## config.mk

```make
export PLATFORM = sky130hd
export DESIGN_NAME = ub_master_ctl
export DESIGN_NICKNAME = d
export VERILOG_FILES = /design/src/rtl/ub_master_pkg.sv /design/src/rtl/ub_wdog.sv /design/src/rtl/ub_status.sv /design/src/rtl/ub_master_fsm.sv /design/src/rtl/ub_master_ctl.sv
export SDC_FILE = /design/constraint.sdc
export NUM_CORES = 1
export LEC_CHECK = 0
export ABC_AREA = 1
export BUFFER_PORTS_ARGS = -buffer_cell sky130_fd_sc_hd__buf_2
export CORE_AREA = 2 2 87 89
export CTS_BUF_LIST = sky130_fd_sc_hd__clkbuf_8
export DETAILED_ROUTE_END_ITERATION = 12
export DIE_AREA = 0 0 89 91
export PLACE_DENSITY_LB_ADDON = 0.1
export SETUP_SLACK_MARGIN = 0.05
export SYNTH_ARGS = -nofsm -noshare
export SYNTH_HDL_FRONTEND = slang
export SYNTH_SLANG_ARGS = --single-unit
```

## constraint.sdc

```tcl
create_clock -name clk -period 1.75 [get_ports clk]
set_clock_uncertainty 0.15 [all_clocks]
set_input_delay 0.2625 -clock clk [delete_from_list [all_inputs] [get_ports clk]]
set_output_delay 0.2625 -clock clk [all_outputs]
set_load 0.01 [all_outputs]
```

## src/rtl/ub_master_pkg.sv

```systemverilog
package ub_master_pkg;

  typedef enum logic [2:0] {
    ST_IDLE  = 3'd0,
    ST_ARB   = 3'd1,
    ST_SETUP = 3'd2,
    ST_MSYN  = 3'd3,
    ST_DONE  = 3'd4,
    ST_TOUT  = 3'd5
  } ub_state_e;

  // index of each watchdog in the watchdog array
  localparam int WD_SEL  = 0;
  localparam int WD_SSYN = 1;
  localparam int WD_NUM  = 2;

endpackage

```

## src/rtl/ub_wdog.sv

```systemverilog
// Tick-counting watchdog: a prescaler derives ticks from the clock while
// run is high; expire pulses in the cycle the LIMIT-th tick occurs.
// Dropping run clears both the prescaler and the tick count.
module ub_wdog #(
  parameter int CLK_PER_TICK = 20,
  parameter int LIMIT        = 256
) (
  input  logic clk,
  input  logic rst,
  input  logic run,
  output logic expire
);
  localparam int PRE_W = (CLK_PER_TICK > 1) ? $clog2(CLK_PER_TICK) : 1;
  localparam int CNT_W = (LIMIT > 1) ? $clog2(LIMIT) : 1;
  localparam logic [PRE_W-1:0] PRE_MAX = PRE_W'(CLK_PER_TICK - 1);
  localparam logic [CNT_W-1:0] CNT_MAX = CNT_W'(LIMIT - 1);

  logic [PRE_W-1:0] pre_q;
  logic [CNT_W-1:0] cnt_q;
  logic             tick;

  assign tick   = (pre_q == PRE_MAX);
  assign expire = run && tick && (cnt_q == CNT_MAX);

  always_ff @(posedge clk) begin
    if (rst || !run) begin
      pre_q <= '0;
      cnt_q <= '0;
    end else begin
      pre_q <= tick ? '0 : pre_q + 1'b1;
      if (tick && (cnt_q != CNT_MAX))
        cnt_q <= cnt_q + 1'b1;
    end
  end
endmodule

```

## src/rtl/ub_status.sv

```systemverilog
// Sticky timeout flags with write-one-to-clear strobes and interrupt output.
module ub_status (
  input  logic clk,
  input  logic rst,
  input  logic set_sel,
  input  logic set_ssyn,
  input  logic clr_sel,
  input  logic clr_ssyn,
  input  logic sel_ie,
  output logic sel_flag,
  output logic ssyn_flag,
  output logic irq
);
  logic sel_nxt, ssyn_nxt;

  // a set in the same cycle as a clear wins
  assign sel_nxt  = set_sel  || (sel_flag  && !clr_sel);
  assign ssyn_nxt = set_ssyn || (ssyn_flag && !clr_ssyn);

  always_ff @(posedge clk) begin
    if (rst) begin
      sel_flag  <= 1'b0;
      ssyn_flag <= 1'b0;
      irq       <= 1'b0;
    end else begin
      sel_flag  <= sel_nxt;
      ssyn_flag <= ssyn_nxt;
      irq       <= sel_nxt && sel_ie;
    end
  end
endmodule

```

## src/rtl/ub_master_fsm.sv

```systemverilog
// Transfer sequencer: acquire, setup, MSYN/SSYN handshake, completion.
module ub_master_fsm
  import ub_master_pkg::*;
#(
  parameter int ADDR_W = 18,
  parameter int DATA_W = 16
) (
  input  logic              clk,
  input  logic              rst,
  input  logic              bus_init,
  input  logic              req_valid,
  input  logic              req_write,
  input  logic [ADDR_W-1:0] req_addr,
  input  logic [DATA_W-1:0] req_wdata,
  input  logic              bus_grant,
  input  logic              bbsy_in,
  input  logic              ssyn_in,
  input  logic [DATA_W-1:0] bus_din,
  input  logic              sel_exp,
  input  logic              ssyn_exp,
  output logic              sel_run,
  output logic              ssyn_run,
  output logic              set_sel,
  output logic              set_ssyn,
  output logic              req_ready,
  output logic              bus_req,
  output logic              bbsy_out,
  output logic              msyn_out,
  output logic              wr_out,
  output logic [ADDR_W-1:0] addr_out,
  output logic [DATA_W-1:0] bus_dout,
  output logic              bus_dout_en,
  output logic              rsp_valid,
  output logic [DATA_W-1:0] rsp_rdata,
  output logic              rsp_timeout
);
  ub_state_e         state_q, state_nxt;
  logic [ADDR_W-1:0] addr_q;
  logic [DATA_W-1:0] wdata_q;
  logic [DATA_W-1:0] rdata_q;
  logic              write_q;
  logic              take_bus;

  // mastership only with grant and the bus left free by the last slave/master
  assign take_bus = bus_grant && !ssyn_in && !bbsy_in;

  always_comb begin
    state_nxt = state_q;
    unique case (state_q)
      ST_IDLE:  if (req_valid) state_nxt = ST_ARB;
      ST_ARB:   if (take_bus) state_nxt = ST_SETUP;
                else if (sel_exp) state_nxt = ST_TOUT;
      ST_SETUP: state_nxt = ST_MSYN;
      ST_MSYN:  if (ssyn_in) state_nxt = ST_DONE;
                else if (ssyn_exp) state_nxt = ST_TOUT;
      ST_DONE:  state_nxt = ST_IDLE;
      ST_TOUT:  state_nxt = ST_IDLE;
      default:  state_nxt = ST_IDLE;
    endcase
  end

  always_ff @(posedge clk) begin
    if (rst || bus_init) state_q <= ST_IDLE;
    else                 state_q <= state_nxt;
  end

  always_ff @(posedge clk) begin
    if (rst) begin
      addr_q  <= '0;
      wdata_q <= '0;
      write_q <= 1'b0;
      rdata_q <= '0;
    end else begin
      if (state_q == ST_IDLE && req_valid && !bus_init) begin
        addr_q  <= req_addr;
        wdata_q <= req_wdata;
        write_q <= req_write;
      end
      if (state_q == ST_MSYN && ssyn_in)
        rdata_q <= write_q ? '0 : bus_din;
      else if (state_nxt == ST_TOUT)
        rdata_q <= '0;
    end
  end

  assign sel_run  = (state_q == ST_ARB)  && !bus_init;
  assign ssyn_run = (state_q == ST_MSYN) && !bus_init;
  assign set_sel  = (state_q == ST_ARB)  && !bus_init && !take_bus && sel_exp;
  assign set_ssyn = (state_q == ST_MSYN) && !bus_init && !ssyn_in && ssyn_exp;

  assign req_ready   = (state_q == ST_IDLE);
  assign bus_req     = (state_q == ST_ARB);
  assign bbsy_out    = (state_q == ST_SETUP) || (state_q == ST_MSYN);
  assign msyn_out    = (state_q == ST_MSYN);
  assign wr_out      = bbsy_out && write_q;
  assign addr_out    = addr_q;
  assign bus_dout    = wdata_q;
  assign bus_dout_en = bbsy_out && write_q;
  assign rsp_valid   = (state_q == ST_DONE) || (state_q == ST_TOUT);
  assign rsp_rdata   = rsp_valid ? rdata_q : '0;
  assign rsp_timeout = (state_q == ST_TOUT);
endmodule

```

## src/rtl/ub_master_ctl.sv

```systemverilog
// Top: sequencer, two watchdogs, status flags.
module ub_master_ctl
  import ub_master_pkg::*;
#(
  parameter int ADDR_W       = 18,
  parameter int DATA_W       = 16,
  parameter int CLK_PER_TICK = 20,
  parameter int SEL_TICKS    = 256,
  parameter int SSYN_TICKS   = 64
) (
  input  logic              clk,
  input  logic              rst,
  input  logic              bus_init,
  input  logic              req_valid,
  input  logic              req_write,
  input  logic [ADDR_W-1:0] req_addr,
  input  logic [DATA_W-1:0] req_wdata,
  output logic              req_ready,
  output logic              rsp_valid,
  output logic [DATA_W-1:0] rsp_rdata,
  output logic              rsp_timeout,
  output logic              bus_req,
  input  logic              bus_grant,
  input  logic              bbsy_in,
  input  logic              ssyn_in,
  input  logic [DATA_W-1:0] bus_din,
  output logic              bbsy_out,
  output logic              msyn_out,
  output logic              wr_out,
  output logic [ADDR_W-1:0] addr_out,
  output logic [DATA_W-1:0] bus_dout,
  output logic              bus_dout_en,
  input  logic              sel_ie,
  input  logic              clr_sel_flag,
  input  logic              clr_ssyn_flag,
  output logic              sel_to_flag,
  output logic              ssyn_to_flag,
  output logic              irq
);
  logic [WD_NUM-1:0] wd_run, wd_exp;
  logic              set_sel, set_ssyn;

  for (genvar g = 0; g < WD_NUM; g++) begin : g_wdog
    localparam int LIM = (g == WD_SEL) ? SEL_TICKS : SSYN_TICKS;
    ub_wdog #(.CLK_PER_TICK(CLK_PER_TICK), .LIMIT(LIM)) u_wdog (
      .clk(clk), .rst(rst), .run(wd_run[g]), .expire(wd_exp[g])
    );
  end

  ub_master_fsm #(.ADDR_W(ADDR_W), .DATA_W(DATA_W)) u_fsm (
    .clk(clk), .rst(rst), .bus_init(bus_init),
    .req_valid(req_valid), .req_write(req_write), .req_addr(req_addr),
    .req_wdata(req_wdata), .bus_grant(bus_grant), .bbsy_in(bbsy_in),
    .ssyn_in(ssyn_in), .bus_din(bus_din),
    .sel_exp(wd_exp[WD_SEL]), .ssyn_exp(wd_exp[WD_SSYN]),
    .sel_run(wd_run[WD_SEL]), .ssyn_run(wd_run[WD_SSYN]),
    .set_sel(set_sel), .set_ssyn(set_ssyn),
    .req_ready(req_ready), .bus_req(bus_req), .bbsy_out(bbsy_out),
    .msyn_out(msyn_out), .wr_out(wr_out), .addr_out(addr_out),
    .bus_dout(bus_dout), .bus_dout_en(bus_dout_en),
    .rsp_valid(rsp_valid), .rsp_rdata(rsp_rdata), .rsp_timeout(rsp_timeout)
  );

  ub_status u_status (
    .clk(clk), .rst(rst), .set_sel(set_sel), .set_ssyn(set_ssyn),
    .clr_sel(clr_sel_flag), .clr_ssyn(clr_ssyn_flag), .sel_ie(sel_ie),
    .sel_flag(sel_to_flag), .ssyn_flag(ssyn_to_flag), .irq(irq)
  );
endmodule

```

==> metrics.yaml <==
power_and_ir_drop:
  intPower_uw: 2990
  p_leak_uw: 0.00202
  switching_power_uw: 933
  clock_power_share: 0.433
  seq_power_share: 0.485
  combPwrFrac: 0.082
  irDropWorstVdd_mv: 0.493
  power_density_nw_per_um2: 777
  swShare: 0.238
route:
  drtIter0Drc: 155
  drtAntennaViolNets: 0
  first_pass_iters: 4
  drc: 0
  wire_per_inst_um: 13.5
  routed_via_density: 4.97
  via_count: 3536
  wl_mm: 9.60
placement:
  port-buffer-count: 121
  routabilityCongestion: 0.865
  dp.cells: 671
  placed_area_um2: 4170
  place_hpwl_mm: 5.75
clock_tree:
  cts_buffers: 9
  cts_buffer_depth: 2
  cts.sinks: 81
  htree_levels: 3
  cts_tree: "yes"
  clkTransAtPathRegs_ns: 0.09
  root_buffer: "clkbuf_8"
  insertion_delay_ns: 0.36
yosys:
  yosysMostFrequentCell: "nand2_1"
  synth-seq-area-share: 0.466
  yosysTopAreaCellShare: 0.466
  synth_seq_cells: 81
  ys.flop_type: "dfxtp_1"
  synth_enable_flop_cells: 0
  ys_types: 33
  synth_area_um2: 3480
  yosys-top-cells-count: "nand2_1, dfxtp_1, a21oi_1"
  synth_top_area_cell: "dfxtp_1"
  synth_nets: 526
  yosys_warnings: 0
  netlist_top_cells_area: "dfxtp_1, nand2_1, a21oi_1"
  postSynthAreaPerCell_um2: 7.56
  async_flop_share: 0
  synthCells: 461
final_layout:
  drive_gt1_frac: 0.363
  fillers: 555
  syn_to_final_growth_pct: 44.8
  design_area_um2: 5040
  stdcell_count: 711
  n_antenna_cell: 0
  final_nets: 672
critical_path:
  critical_path.cell_chain: "inv_4, nor2_4, clkinv_4, clkbuf_16, nor2_2, buf_2"
  arrival_ns: 1.38
  reg2reg_depth: 10
  slowest_stage: "dfxtp_2"
  crit_path_start_kind: "flip-flop"
  slowest_delay_ns: 0.36
  cp-end-kind: "primary output"
  cp_max_fo: 4
  regToRegSetupSlack_ns: 0.09
  crit_type: "reg -> out"
  worstPathRequired_ns: 1.34
timing:
  min_period_over_period: 1.03
  setup_viol: 9
  fmax_mhz: 557
  tightest_slew_ns: 0.314
  rsz0062_at_grt: "yes"
  fin_crit_ns: 1.79
  fin_ws_ns: -0.0445
  max-slew-margin-rel: 0.789
  report.final.slew_viol_count: 0
  hold_violations: 0
floorplanning:
  die_h_um: 91
  die_x_um: 89
  io_pins: 122
  start_util: 0.488
  die_area_um2: 8100
  core_area_um2: 7140
  rows: 31
hold_path:
  hold_depth: 3
  hold_path.class: "in -> reg"
global_route:
  grt_antenna_before_repair: 0
  overflow: 0
  grt_pass1_vias: 3218
  grt_max_degree: 56
  track_usage: 0.218
  grt_pass1_wl_mm: 14.2
status:
  status: "complete, but fails checks"
  violations: "setup timing"
job:
  cap_violations: 0
==> cells in the final DEF, fill, tap and decap left out, drive strengths merged, types with 3 or more instances in the layout <==
master,synthesis,layout
nor3,5,5
a21oi,67,67
nand3,63,63
bufinv,0,3
o21ai,7,7
or2,3,3
xor2,6,6
ha,4,4
inv,51,53
dfxtp,81,81
clkbuf,9,10
dlygate4sd3,0,12
nor2,53,53
buf,13,144
nand2,90,90
==> cell families (layout without fill, tap and decap cells) <==
| logic type | after synthesis | count (layout) | synth area share |
|---|---|---|---|
| adders and majority gates | 4 | 4 | 0.0144 |
| xor gates and xnor gates | 7 | 7 | 0.0176 |
| DFF | 81 | 81 | 0.466 |
| and+or+nand+nor | 219 | 219 | 0.288 |
| AOI/OAI and AO/OA | 76 | 76 | 0.113 |
| buffers and inverters | 74 | 225 | 0.102 |
==> per-stage QoR <==
step	hold WS (ns)	setup TNS, ns	utilization	power (uW)	setup WS [ns]
2_1_floorplan	0.234	0	-	2100	0.0900
3_3_place_gp	0.278	-0.480	0.584	2230	-0.110
3_5_place_dp	0.299	-0.702	0.584	2230	-0.142
4_1_cts	0.000551	-0.0197	0.652	3920	-0.0110
5_1_grt	0.00799	-1.05	0.707	4060	-0.0889
6_report	0.0104	-0.137	0.707	3920	-0.0445
==> registers in the layout (all words and copies together) (netlist names) <==
| signal | flops |
|---|---|
| u_fsm.bus_dout | 16 |
| u_fsm.rdata_q | 16 |
| u_status.sel_flag | 1 |
| u_status.irq | 1 |
| u_fsm.write_q | 1 |
| u_fsm.addr_out | 18 |
| u_status.ssyn_flag | 1 |
| g_wdog.u_wdog.cnt_q | 14 |
| u_fsm.state_q | 3 |
| g_wdog.u_wdog.pre_q | 10 |
==> area by class of cell <==
| cell class | count | area (um2) | area share |
|---|---|---|---|
| multi-input cells | 306 | 1750 | 0.347 |
| flip-flops and latches | 81 | 1640 | 0.325 |
| clock buffers | 9 | 124 | 0.0246 |
| clock inverters | 7 | 125 | 0.0248 |
| inverters | 52 | 203 | 0.0402 |
| well taps | 99 | 124 | 0.0246 |
| repair buffers | 157 | 1080 | 0.214 |
==> worst max-delay path: cells and delay by family, from the launching register on <==
family | cells | cell delay (ns)
buffers and inverters | 4 | 0.45
and+or+nand+nor | 2 | 0.21
DFF | 1 | 0.36
==> layer usage <==
layer  wire length, um  up-vias  track usage  part of all wire
li1                  -     1774            -                 -
met1              4070     1626        0.266              0.42
met2              4760      122        0.356              0.50
met3               629       14       0.0582             0.066
met4               132        0       0.0958             0.014
met5                 0        -            0                 0
==> path summary, 6_finish.rpt <==
| check | from | endpoint |
|---|---|---|
| max reg2reg | u_fsm.state_q[2]$_SDFF_PP0_ | u_fsm.rdata_q[12]$_SDFFE_PP0P_ |
| min reg2reg | g_wdog[1].u_wdog.pre_q[0]$_SDFF_PP0_ | g_wdog[1].u_wdog.pre_q[0]$_SDFF_PP0_ |
| max | u_fsm.state_q[2]$_SDFF_PP0_ | rsp_rdata[4] |
| min | bus_din[4] | u_fsm.rdata_q[4]$_SDFFE_PP0P_ |
==> power by group through the flow <==
stage                     registers (uW)  logic, uW  clock network (uW)
after detailed placement            1940        286                   0
final                               1900        320                1700
after global routing                1910        355                1800
after CTS                           1900        309                1710
after global placement              1940        283                   0
after floorplan                     1960        141                   0
==> what timing repair did <==
item | in CTS | in global routing
gates cloned | 1 | 1
endpoints found under the hold margin | 11 | 1
pin swaps | 1 | 9
endpoints found under the setup margin | 44 | 89
setup buffers | 5 | 5
gates resized for setup | 22 | 74
hold buffers | 11 | 1
No activity file was read; power rests on OpenSTA's default activity.
